$ cat config.mk
export PLATFORM = sky130hd
export DESIGN_NAME = frac_baud_gen
export DESIGN_NICKNAME = d
export VERILOG_FILES = /design/src/rtl/fbg_pkg.sv /design/src/rtl/fbg_regs.sv /design/src/rtl/fbg_prescaler.sv /design/src/rtl/fbg_timer_fsm.sv /design/src/rtl/frac_baud_gen.sv
export SDC_FILE = /design/constraint.sdc
export NUM_CORES = 1
export LEC_CHECK = 0
export ABC_CLOCK_PERIOD_IN_PS = 5800
export BUFFER_PORTS_ARGS = -buffer_cell sky130_fd_sc_hd__buf_2
export CORE_MARGIN = 5
export CORE_UTILIZATION = 60
export CTS_CLUSTER_DIAMETER = 50
export CTS_CLUSTER_SIZE = 40
export DETAILED_ROUTE_END_ITERATION = 12
export GPL_ROUTABILITY_DRIVEN = 0
export PLACE_DENSITY = 0.82
export SKIP_CTS_REPAIR_TIMING = 1
export SYNTH_ARGS = -nofsm -noshare
export SYNTH_HDL_FRONTEND = slang
export SYNTH_SLANG_ARGS = --single-unit
export TNS_END_PERCENT = 100
$ cat constraint.sdc
create_clock -name clk -period 5.8 [get_ports clk]
set_clock_uncertainty 0.05 [all_clocks]
set_input_delay 0.29 -clock clk [delete_from_list [all_inputs] [get_ports clk]]
set_output_delay 0.29 -clock clk [all_outputs]
set_load 0.02 [all_outputs]
$ cat src/rtl/fbg_pkg.sv
package fbg_pkg;

    typedef enum logic [1:0] {
        ST_IDLE  = 2'd0,
        ST_COUNT = 2'd1,
        ST_EXTRA = 2'd2
    } fbg_state_e;

    localparam int ADR_LO   = 0;
    localparam int ADR_HI   = 1;
    localparam int ADR_CTRL = 2;

endpackage

$ cat src/rtl/fbg_regs.sv
module fbg_regs #(
    parameter int TIMER_W = 11,
    parameter int FRAC_W  = 5,
    parameter int SEL_W   = 3,
    parameter int ADDR_W  = 2,
    parameter int MAX_SEL = 5
) (
    input  logic               clk,
    input  logic               rst_n,
    input  logic [ADDR_W-1:0]  bus_addr,
    input  logic               bus_wr,
    input  logic [7:0]         bus_wdata,
    input  logic [TIMER_W-1:0] timer_val,
    output logic [7:0]         bus_rdata,
    output logic [TIMER_W-1:0] reload_val,
    output logic [FRAC_W-1:0]  frac_sel,
    output logic [SEL_W-1:0]   presc_sel,
    output logic               run,
    output logic               presc_err
);
    import fbg_pkg::*;

    localparam int LOW_TMR_W = 8 - FRAC_W;
    localparam int HI_W      = TIMER_W - LOW_TMR_W;

    logic [SEL_W-1:0] wr_sel;
    logic             wr_lo;
    logic             wr_hi;
    logic             wr_ctrl;

    assign wr_sel  = bus_wdata[SEL_W:1];
    assign wr_lo   = bus_wr && (bus_addr == ADDR_W'(ADR_LO));
    assign wr_hi   = bus_wr && (bus_addr == ADDR_W'(ADR_HI));
    assign wr_ctrl = bus_wr && (bus_addr == ADDR_W'(ADR_CTRL));

    always_ff @(posedge clk) begin
        if (!rst_n) begin
            reload_val <= '0;
            frac_sel   <= '0;
            presc_sel  <= '0;
            run        <= 1'b0;
            presc_err  <= 1'b0;
        end else begin
            if (wr_lo) begin
                reload_val[LOW_TMR_W-1:0] <= bus_wdata[7:FRAC_W];
                frac_sel                  <= bus_wdata[FRAC_W-1:0];
            end
            if (wr_hi) begin
                reload_val[TIMER_W-1:LOW_TMR_W] <= bus_wdata[HI_W-1:0];
            end
            if (wr_ctrl) begin
                run       <= bus_wdata[0];
                presc_sel <= wr_sel;
                if (int'(wr_sel) > MAX_SEL) begin
                    presc_err <= 1'b1;
                end
            end
        end
    end

    always_comb begin
        bus_rdata = 8'h00;
        if (bus_addr == ADDR_W'(ADR_LO)) begin
            bus_rdata = {timer_val[LOW_TMR_W-1:0], frac_sel};
        end else if (bus_addr == ADDR_W'(ADR_HI)) begin
            bus_rdata = 8'(timer_val[TIMER_W-1:LOW_TMR_W]);
        end else if (bus_addr == ADDR_W'(ADR_CTRL)) begin
            bus_rdata = 8'({presc_sel, run});
        end
    end

endmodule

$ cat src/rtl/fbg_prescaler.sv
module fbg_prescaler #(
    parameter int SEL_W   = 3,
    parameter int MAX_SEL = 5
) (
    input  logic             clk,
    input  logic             rst_n,
    input  logic             active,
    input  logic [SEL_W-1:0] sel,
    output logic             presc_en
);
    localparam int PRE_W = (MAX_SEL > 0) ? MAX_SEL : 1;

    logic [PRE_W-1:0] cnt;
    logic [PRE_W-1:0] mask;
    int               eff_sel;

    // Reserved codes above MAX_SEL use the slowest divisor.
    always_comb begin
        eff_sel = (int'(sel) > MAX_SEL) ? MAX_SEL : int'(sel);
    end

    generate
        for (genvar gi = 0; gi < PRE_W; gi++) begin : g_mask
            assign mask[gi] = (gi < eff_sel);
        end
    endgenerate

    assign presc_en = active && (cnt == mask);

    always_ff @(posedge clk) begin
        if (!rst_n) begin
            cnt <= '0;
        end else if (!active || presc_en) begin
            cnt <= '0;
        end else begin
            cnt <= cnt + 1'b1;
        end
    end

endmodule

$ cat src/rtl/fbg_timer_fsm.sv
module fbg_timer_fsm #(
    parameter int TIMER_W = 11,
    parameter int FRAC_W  = 5
) (
    input  logic               clk,
    input  logic               rst_n,
    input  logic               run,
    input  logic               presc_en,
    input  logic [TIMER_W-1:0] reload_val,
    input  logic [FRAC_W-1:0]  frac_sel,
    output logic [TIMER_W-1:0] timer_val,
    output logic               baud_tick,
    output logic               idle
);
    import fbg_pkg::*;

    fbg_state_e        state;
    fbg_state_e        state_nx;
    logic [FRAC_W-1:0] acc;
    logic [FRAC_W-1:0] acc_sum;
    logic              carry;
    logic              at_zero;
    logic              ev_load;
    logic              ev_dec;
    logic              ev_zero;
    logic              ev_wrap;

    assign {carry, acc_sum} = {1'b0, acc} + {1'b0, frac_sel};
    assign at_zero          = (timer_val == '0);
    assign idle             = (state == ST_IDLE);

    assign ev_load = (state == ST_IDLE) && run;
    assign ev_zero = (state == ST_COUNT) && run && presc_en && at_zero;
    assign ev_dec  = (state == ST_COUNT) && run && presc_en && !at_zero;
    assign ev_wrap = (ev_zero && !carry) ||
                     ((state == ST_EXTRA) && run && presc_en);

    // Next-state logic.
    always_comb begin
        state_nx = state;
        unique case (state)
            ST_IDLE: begin
                if (run) state_nx = ST_COUNT;
            end
            ST_COUNT: begin
                if (!run)                  state_nx = ST_IDLE;
                else if (ev_zero && carry) state_nx = ST_EXTRA;
            end
            ST_EXTRA: begin
                if (!run)          state_nx = ST_IDLE;
                else if (presc_en) state_nx = ST_COUNT;
            end
            default: state_nx = ST_IDLE;
        endcase
    end

    // State register.
    always_ff @(posedge clk) begin
        if (!rst_n) state <= ST_IDLE;
        else        state <= state_nx;
    end

    // Outputs and datapath.
    always_ff @(posedge clk) begin
        if (!rst_n) begin
            timer_val <= '0;
            acc       <= '0;
            baud_tick <= 1'b0;
        end else begin
            baud_tick <= ev_wrap;
            if (ev_load || ev_wrap) begin
                timer_val <= reload_val;
            end else if (ev_dec) begin
                timer_val <= timer_val - 1'b1;
            end
            if (state == ST_IDLE) begin
                acc <= '0;
            end else if (ev_zero) begin
                acc <= acc_sum;
            end
        end
    end

endmodule

$ cat src/rtl/frac_baud_gen.sv
module frac_baud_gen #(
    parameter int TIMER_W = 11,
    parameter int FRAC_W  = 5,
    parameter int SEL_W   = 3,
    parameter int ADDR_W  = 2,
    parameter int MAX_SEL = 5
) (
    input  logic              clk,
    input  logic              rst_n,
    input  logic [ADDR_W-1:0] bus_addr,
    input  logic              bus_wr,
    input  logic [7:0]        bus_wdata,
    output logic [7:0]        bus_rdata,
    output logic              baud_tick,
    output logic              presc_err
);
    logic [TIMER_W-1:0] timer_val;
    logic [TIMER_W-1:0] reload_val;
    logic [FRAC_W-1:0]  frac_sel;
    logic [SEL_W-1:0]   presc_sel;
    logic               ctrl_run;
    logic               presc_en;
    logic               fsm_idle;

    fbg_regs #(
        .TIMER_W(TIMER_W), .FRAC_W(FRAC_W), .SEL_W(SEL_W),
        .ADDR_W(ADDR_W), .MAX_SEL(MAX_SEL)
    ) i_regs (
        .clk(clk), .rst_n(rst_n),
        .bus_addr(bus_addr), .bus_wr(bus_wr), .bus_wdata(bus_wdata),
        .timer_val(timer_val), .bus_rdata(bus_rdata),
        .reload_val(reload_val), .frac_sel(frac_sel),
        .presc_sel(presc_sel), .run(ctrl_run), .presc_err(presc_err)
    );

    fbg_prescaler #(
        .SEL_W(SEL_W), .MAX_SEL(MAX_SEL)
    ) i_presc (
        .clk(clk), .rst_n(rst_n),
        .active(!fsm_idle), .sel(presc_sel), .presc_en(presc_en)
    );

    fbg_timer_fsm #(
        .TIMER_W(TIMER_W), .FRAC_W(FRAC_W)
    ) i_fsm (
        .clk(clk), .rst_n(rst_n),
        .run(ctrl_run), .presc_en(presc_en),
        .reload_val(reload_val), .frac_sel(frac_sel),
        .timer_val(timer_val), .baud_tick(baud_tick), .idle(fsm_idle)
    );

endmodule

==> flow_summary.yaml, run 1 <==
cells_and_area:
  syn2layout_area_growth_pct: 8.81
  multi_input_comb_area_sq_mm: 0.00148
  seqCellArea_sq_um: 901
  nets: 351
  layout-drive-gt1-share_pct: 11.8
  final_area_sq_mm: 0.00273
  final_common_cell: "dfxtp_1"
  n_fill_cell: 344
  antennaDiodeCount: 0
  final_cell_mix: "dfxtp_1 (45), nor2_1 (44), a21oi_1 (29)"
drt:
  vias_per_cell: 6.06
  wl_met3_um: 455
  routed-wl-met2_mm: 2.81
  vias: 2308
  routed.top_layer: "met4"
  ant_nets: 0
  drt_iter0_drc: 227
  met1_length_mm: 2.53
  wl_per_cell_um: 15.6
  drt_wl_total_mm: 5.93
  drc_errors: 0
  first_pass_iters: 4
timing:
  finalMaxSlewViolations: 0
  tns_ps: 0
  max_slew.worst_pin.slew_ps: 1000
  fmax_ghz: 0.396
  grt_setup_unrepaired: "false"
  fin_crit_sh_pct: 43.5
  maxSlewHeadroom_pct: 33.1
  fin_crit_ps: 2520
  hold_viol: 0
  setup-violations-final: 0
die:
  initial_core_util_pct: 62.4
  core_area_sq_mm: 0.00403
  core.rowCount: 23
  die_y_um: 74.7
  io_pins: 23
  die_w_um: 74.7
  die_area_sq_mm: 0.00558
clock_tree:
  clock_latency_ps: 310
  htreeDepth: 2
  cts_sinks: 45
  cts-buffers-inserted: 5
  root_buffer: "clkbuf_8"
  clk_pin_slew_ps: 90
  cts_tree: "yes"
  cts_buffer_depth: 2
place:
  post_dp_cell_area_sq_mm: 0.00261
  io_buffers: 22
  place_hpwl_mm: 4.27
setup_path:
  required_ps: 5960
  worstSetupPathType: "reg2reg"
  crit_path_max_fanout: 16
  end_kind: "register"
  worst_setup_path_start_kind: "register"
  worstPathArrival_ps: 2680
yosys:
  async_flop_share_pct: 0
  yosysWarnings: 0
  netlist_instances: 317
  ys_seq_area_share_pct: 35.9
  ys_seq_elements: 45
  syn_area_per_cell_sq_um: 7.93
  syn_nets: 338
  syn_area_sq_mm: 0.00251
  synth_edf_count: 0
  synth_cell_type_count: 52
  synth_top_flop_cell: "dfxtp_1"
power_and_ir_drop:
  peakVddDrop_mv: 0.213
  p_leak_nw: 1.06
  power_density_mw_per_mm2: 250
flow_run:
  maxCapViolations: 0
global_route:
  grt_usage_pct: 23.1
  antenna_found_initial: 0
  grt_overflow: 0
  grt_max_degree: 22
  grt_pass1_vias: 2123
  grt_pass1_wl_mm: 9.71
status:
  status: "finished clean"
worst_hold_path:
  hp-class: "in2reg"
==> area by class of cell <==
class | instances | area share, %
clock inverter | 2 | 1.51
tap | 50 | 2.29
timing repair buffer | 23 | 4.30
inverter | 12 | 1.65
clock buffer | 6 | 3.02
sequential | 45 | 33.0
multi-input combinational | 243 | 54.3
==> metal layers <==
metal / global-route usage, % / up-vias
li1: - / 1130
met5: 0 / -
met3: 6.41 / 16
met1: 27.7 / 1072
met4: 10.1 / 0
met2: 38.6 / 90
==> Yosys cell counts, types with 2 or more instances <==
library cell,number,area share (%)
a21oi_1,29,5.8
buf_2,2,0.40
buf_6,2,0.90
clkbuf_1,11,1.6
dfxtp_1,45,36
ha_1,7,3.5
inv_1,11,1.6
mux2i_1,23,9.2
nand2_1,28,4.2
nand2b_1,2,0.50
nand3_1,20,4.0
nand4_1,3,0.75
nor2_1,44,6.6
nor2b_1,8,2.0
nor3_1,9,1.8
nor3_2,2,0.80
nor4_1,2,0.50
o211ai_1,2,0.60
o21ai_0,20,4.0
o21ai_1,2,0.40
o21bai_1,2,0.60
or2_1,2,0.50
or2_2,2,0.50
xnor2_1,6,2.1
xor2_1,6,2.1
==> critical path, stage by stage, from the launching register on <==
cell      delay, ps
dfxtp_1         340
ha_1            350
nand3_1         100
o22ai_1         210
nand4b_1        180
nor3_1           60
a21oi_1         780
nor2_1          120
a41o_1          230
==> path summary, 6_finish.rpt <==
kind                              from                   end  slack [ps]  depth (start not counted)
setup / recovery    i_regs.frac_sel[2]    i_fsm.timer_val[1]        3280                          8
hold / removal            bus_wdata[7]  i_regs.reload_val[2]         190                          3
setup reg to reg    i_regs.frac_sel[2]    i_fsm.timer_val[1]        3280                          8
hold reg to reg   i_regs.reload_val[4]  i_regs.reload_val[4]         410                          2
==> report_power, final <==
part	internal, W	switching, W	leakage, nW
combinational	0.0000326	0.0000632	0.637
clock	0.000143	0.000116	0.0633
sequential	0.000317	0.0000106	0.364
==> kinds of logic after synthesis <==
group | synth area share, %
and+or+nand+nor | 25.6
xor gates and xnor gates | 4.18
DFF | 35.9
adders and majority gates | 4.28
AOI/OAI and AO/OA | 15.8
muxes | 9.16
buffers and inverters | 5.08
==> registers in the layout, indices dropped and copies added (netlist names) <==
signal / cells
i_fsm.baud_tick: 1
i_regs.reload_val: 11
i_regs.presc_err: 1
i_presc.cnt: 5
i_regs.presc_sel: 3
i_fsm.acc: 5
i_regs.run: 1
i_fsm.timer_val: 11
i_regs.frac_sel: 5
i_fsm.state: 2
==> per-stage QoR <==
| step | setup slack, ps | total power, W | hold slack [ps] | cells | utilization, % |
|---|---|---|---|---|---|
| floorplan | 3870 | 0.000407 | 379 | 317 | - |
| global placement | 3350 | 0.000426 | 389 | 373 | 64.8 |
| detailed placement | 3290 | 0.000429 | 396 | 373 | 64.8 |
| CTS | 3270 | 0.000684 | 183 | 381 | 67.9 |
| global route | 3010 | 0.000709 | 189 | 381 | 67.9 |
| finish | 3280 | 0.000682 | 187 | 381 | 67.9 |
Note: power is estimated with default switching activity, not from simulation.
==> run 2: changes to the inputs <==
--- a/config.mk
+++ b/config.mk
@@ -5,15 +5,15 @@
 export SDC_FILE = /design/constraint.sdc
 export NUM_CORES = 1
 export LEC_CHECK = 0
-export ABC_CLOCK_PERIOD_IN_PS = 5800
+export ABC_CLOCK_PERIOD_IN_PS = 2600
 export BUFFER_PORTS_ARGS = -buffer_cell sky130_fd_sc_hd__buf_2
 export CORE_MARGIN = 5
-export CORE_UTILIZATION = 60
+export CORE_UTILIZATION = 59
 export CTS_CLUSTER_DIAMETER = 50
 export CTS_CLUSTER_SIZE = 40
 export DETAILED_ROUTE_END_ITERATION = 12
 export GPL_ROUTABILITY_DRIVEN = 0
-export PLACE_DENSITY = 0.82
+export PLACE_DENSITY = 0.81
 export SKIP_CTS_REPAIR_TIMING = 1
 export SYNTH_ARGS = -nofsm -noshare
 export SYNTH_HDL_FRONTEND = slang
==> constraint.sdc (replaced) <==
create_clock -name clk -period 2.6 [get_ports clk]
set_clock_uncertainty 0.05 [all_clocks]
set_input_delay 0.13 -clock clk [delete_from_list [all_inputs] [get_ports clk]]
set_output_delay 0.13 -clock clk [all_outputs]
set_load 0.02 [all_outputs]
==> run 2 against run 1 <==
Against the previous run: power up 120%; via count is 2.6% higher; wire length up 7.0%; critical endpoint unchanged; worst setup slack got worse by 3000 ps; highest routed layer unchanged.
==> flow_summary.yaml, run 2 (same netlist as run 1, synthesis figures left out) <==
global_route:
  grt_pass1_vias: 2237
  antenna_found_initial: 0
  grt_pass1_wl_mm: 10.6
  grt_usage_pct: 24.7
  grt_max_degree: 22
  grt_overflow: 0
timing:
  grt_setup_unrepaired: "false"
  hold_viol: 0
  finalMaxSlewViolations: 0
  maxSlewHeadroom_pct: 54.0
  fmax_ghz: 0.434
  max_slew.worst_pin.slew_ps: 690
  fin_crit_ps: 2300
  tns_ps: 0
  setup-violations-final: 0
  fin_crit_sh_pct: 88.6
drt:
  ant_nets: 0
  wl_per_cell_um: 16.4
  vias: 2369
  drt_wl_total_mm: 6.34
  first_pass_iters: 5
  drc_errors: 0
  drt_iter0_drc: 215
  vias_per_cell: 6.14
cells_and_area:
  antennaDiodeCount: 0
  final_common_cell: "dfxtp_1"
  n_fill_cell: 324
  reg_top3: "i_fsm.timer_val (11), i_regs.reload_val (11)"
  syn2layout_area_growth_pct: 9.81
  layout-drive-gt1-share_pct: 12.8
  seqCellArea_sq_um: 901
  multi_input_comb_area_sq_mm: 0.00148
  final_cell_mix: "dfxtp_1 (45), nor2_1 (44), a21oi_1 (29)"
  nets: 356
  final_area_sq_mm: 0.00276
setup_path:
  r2r_end: "i_fsm.timer_val[1]"
  ff2ff_setup_slack_ps: 300
  reg2reg_depth: 7
  worst_setup_path_start_kind: "register"
  required_ps: 2750
  worstPathArrival_ps: 2450
  crit_path_max_fanout: 14
  worstSetupPathType: "reg2reg"
  end_kind: "register"
  r2r_start: "i_presc.cnt[0]"
power_and_ir_drop:
  peakVddDrop_mv: 0.412
  p_leak_nw: 1.08
  power_density_mw_per_mm2: 539
die:
  initial_core_util_pct: 61.9
  io_pins: 23
  die_y_um: 75.3
  die_w_um: 75.3
  die_area_sq_mm: 0.00566
  core.rowCount: 23
  core_area_sq_mm: 0.00406
place:
  post_dp_cell_area_sq_mm: 0.00265
  io_buffers: 22
  place_hpwl_mm: 4.59
clock_tree:
  cts-buffers-inserted: 5
  cts_buffer_depth: 2
  htreeDepth: 2
  cts_tree: "yes"
  clock_latency_ps: 300
  clk_pin_slew_ps: 90
  root_buffer: "clkbuf_8"
  cts_sinks: 45
status:
  status: "finished clean"
worst_hold_path:
  hp-class: "in2reg"
  hold-path-cell-count: 3
  whs_endpoint: "i_regs.frac_sel[4]"
  min-delay-start: "bus_wdata[4]"
flow_run:
  maxCapViolations: 0
[run 2: final cells by class]
cell class                 instances  area share (%)
clock inverter                     2            1.41
tap                               50            2.27
multi-input combinational        243            53.8
clock buffer                       6            2.63
sequential                        45            32.7
inverter                          12            1.63
timing repair buffer              28            5.62
[run 2: metal layers]
layer / global-route usage, % / part of all wire, % / up-vias
met5: 0 / 0 / -
met4: 12.0 / 3.3 / 0
met3: 4.67 / 7.4 / 22
met2: 39.5 / 46 / 109
met1: 32.0 / 43 / 1099
li1: - / - / 1139
[run 2: stage by stage]
stage	setup WS, ps	hold WS (ps)	utilization (%)	power (W)	cells
after floorplan	668	219	-	0.000908	317
after CTS	322	21.8	68.0	0.00149	386
after global placement	435	332	65.2	0.000954	378
after global routing	143	44.6	68.0	0.00155	386
final	297	19.1	68.0	0.00149	386
after detailed placement	332	337	65.2	0.000961	378
[run 2: worst max-delay path by stage]
stage / from / end / cells after the start
after CTS: i_presc.cnt[0] / i_fsm.acc[4] / 7
final: i_presc.cnt[0] / i_fsm.timer_val[1] / 7
after floorplan: i_presc.cnt[0] / i_fsm.acc[0] / 8
after global routing: i_fsm.timer_val[0] / i_fsm.acc[2] / 9
after global placement: i_regs.presc_sel[1] / i_fsm.acc[2] / 6
after detailed placement: i_presc.cnt[0] / i_fsm.timer_val[1] / 7
[run 2: power breakdown]
part           leakage [nW]  total (W)  switching [W]  internal (W)
combinational         0.663   0.000222       0.000146     0.0000764
sequential            0.364   0.000730      0.0000228      0.000707
clock                0.0554   0.000536       0.000247      0.000289
total                  1.08    0.00149       0.000416       0.00107
[run 2: critical path, cell delays in order, from the launching register on]
cell and delay [ps]:
dfxtp_1 440, nor2b_1 150, o21ai_0 70, a31oi_1 330, or2_1 530, nor3_2 160, or2_1 240, a41o_1 220
==> run 3: changes to the inputs <==
--- a/config.mk
+++ b/config.mk
@@ -9,6 +9,7 @@
 export BUFFER_PORTS_ARGS = -buffer_cell sky130_fd_sc_hd__buf_2
 export CORE_MARGIN = 5
 export CORE_UTILIZATION = 59
+export CTS_BUF_LIST = sky130_fd_sc_hd__clkbuf_16
 export CTS_CLUSTER_DIAMETER = 50
 export CTS_CLUSTER_SIZE = 40
 export DETAILED_ROUTE_END_ITERATION = 12
==> run 3 against run 2 <==
Against the previous run: flip-flop and latch count is the same; final area grew 2.0%; hold slack gained 17 ps; sequential share of layout area shrank 0.65 points; die area is the same; count of clock-buffer cells in the layout shrank 1; non-clock buffer count is the same; sequential power is essentially flat; power grew 13%; critical endpoint is now i_fsm.acc[4]; highest routed layer unchanged.
==> flow_summary.yaml, run 3 (same netlist as run 1, synthesis figures left out) <==
global_route:
  met1_usage_pct: 32.6
  gr-usage-met3_pct: 4.27
  grt_usage_pct: 25.2
  grt_overflow: 0
  top_usage_layer: "met2"
  antenna_found_initial: 0
  grtUsageMet2_pct: 40.8
  grt_pass1_wl_mm: 10.7
  grt_pass1_vias: 2276
  grt_max_degree: 22
setup_path:
  worstSetupPathType: "reg2reg"
  worst_setup_path_start_kind: "register"
  r2r_end: "i_fsm.acc[4]"
  r2r_start: "i_regs.presc_sel[2]"
  end_kind: "register"
  ff2ff_setup_slack_ps: 250
  reg2reg_depth: 6
  cp_cell_sequence: "o2111ai_1 > a22o_1 > or2_1 > nor3_4 > mux2i_1 > nor2_1"
  required_ps: 2700
  worstPathArrival_ps: 2450
  cp_slowest_stage_delay_ps: 460
  crit_path_max_fanout: 14
  cpMaxStageDelayCell: "dfxtp_1"
status:
  status: "finished clean"
drt:
  vias: 2372
  wl_per_cell_um: 16.6
  first_pass_iters: 5
  drc_errors: 0
  drt_iter0_drc: 240
  vias_per_cell: 6.15
  ant_nets: 0
  drt_wl_total_mm: 6.43
timing:
  fmax_ghz: 0.426
  finalMaxSlewViolations: 0
  setup-violations-final: 0
  fin_crit_sh_pct: 90.3
  setup_slack_ps: 252
  hold_viol: 0
  maxSlewHeadroom_pct: 55.1
  max_slew.worst_pin.slew_ps: 666
  grt_setup_unrepaired: "false"
  fin_crit_ps: 2350
  tns_ps: 0
die:
  die_area_sq_mm: 0.00566
  io_pins: 23
  die_w_um: 75.3
  die_y_um: 75.3
  core_area_sq_mm: 0.00406
  initial_core_util_pct: 61.9
  core.rowCount: 23
power_and_ir_drop:
  p_leak_nw: 1.11
  peakVddDrop_mv: 0.439
  power_density_mw_per_mm2: 596
cells_and_area:
  antennaDiodeCount: 0
  n_fill_cell: 315
  final_cell_mix: "dfxtp_1 (45), nor2_1 (44), a21oi_1 (29)"
  syn2layout_area_growth_pct: 12.1
  final_common_cell: "dfxtp_1"
  nets: 356
  reg_top3: "i_fsm.timer_val (11), i_regs.reload_val (11)"
  multi_input_comb_area_sq_mm: 0.00148
  utilization_pct: 69.4
  seqCellArea_sq_um: 901
  layout-drive-gt1-share_pct: 12.8
clock_tree:
  cts_tree: "yes"
  htreeDepth: 2
  cts-buffers-inserted: 5
  root_buffer: "clkbuf_16"
  clk_pin_slew_ps: 60
  clock_latency_ps: 290
  cts_buffer_depth: 2
  cts_sinks: 45
worst_hold_path:
  min-delay-start: "bus_wdata[4]"
  hp-class: "in2reg"
  whs_endpoint: "i_regs.frac_sel[4]"
  hold-path-cell-count: 3
place:
  io_buffers: 22
  pre_cts_slack_ps: 332
  place_hpwl_mm: 4.59
flow_run:
  maxCapViolations: 0
## run 3: changes by cell type in the layout (fill, tap and decap cells not counted)
cell       before  now
inv_1          11   12
clkbuf_8        5    0
clkbuf_1        1    0
clkbuf_16       0    5
## run 3: worst max-delay path: cells and delay by family, from the launching register on
family	cells	cell delay (ps)
and+or+nand+nor	3	970
muxes	1	270
DFF	1	460
AOI/OAI and AO/OA	2	460
## run 3: per-stage QoR
stage | cell area, sq um | hold WS [ps] | power (W) | std cells
after floorplan | 2510 | 219 | 0.000908 | 317
after global placement | 2650 | 332 | 0.000954 | 378
after detailed placement | 2650 | 337 | 0.000961 | 378
after CTS | 2820 | 40.7 | 0.00168 | 386
after global routing | 2820 | 67.3 | 0.00173 | 386
final | 2820 | 36.1 | 0.00168 | 386
## run 3: how the worst max path moves through the flow
| stage | startpoint | slack (ps) | to |
|---|---|---|---|
| after floorplan | i_presc.cnt[0] | 670 | i_fsm.acc[0] |
| after global placement | i_regs.presc_sel[1] | 440 | i_fsm.acc[2] |
| after detailed placement | i_presc.cnt[0] | 330 | i_fsm.timer_val[1] |
| after CTS | i_presc.cnt[0] | 280 | i_fsm.acc[4] |
| after global routing | i_fsm.timer_val[0] | 70 | i_fsm.acc[4] |
| final | i_regs.presc_sel[2] | 250 | i_fsm.acc[4] |
## run 3: area by class of cell
class,instances,area share (%)
clock buffer,5,4.44
clock inverter,3,1.51
inverter,12,1.60
multi-input combinational,243,52.7
sequential,45,32.0
tap,50,2.22
timing repair buffer,28,5.51
## run 3: per-layer routing
metal | vias to the layer above | routed length, um
li1 | 1143 | -
met1 | 1102 | 2820
met2 | 101 | 2940
met3 | 26 | 485
met4 | 0 | 180
met5 | - | 0
## run 3: where the power goes
| part | switching (W) | internal (W) |
|---|---|---|
| combinational | 0.000146 | 0.0000764 |
| sequential | 0.0000229 | 0.000708 |
| clock | 0.000273 | 0.000452 |
| total | 0.000442 | 0.00124 |
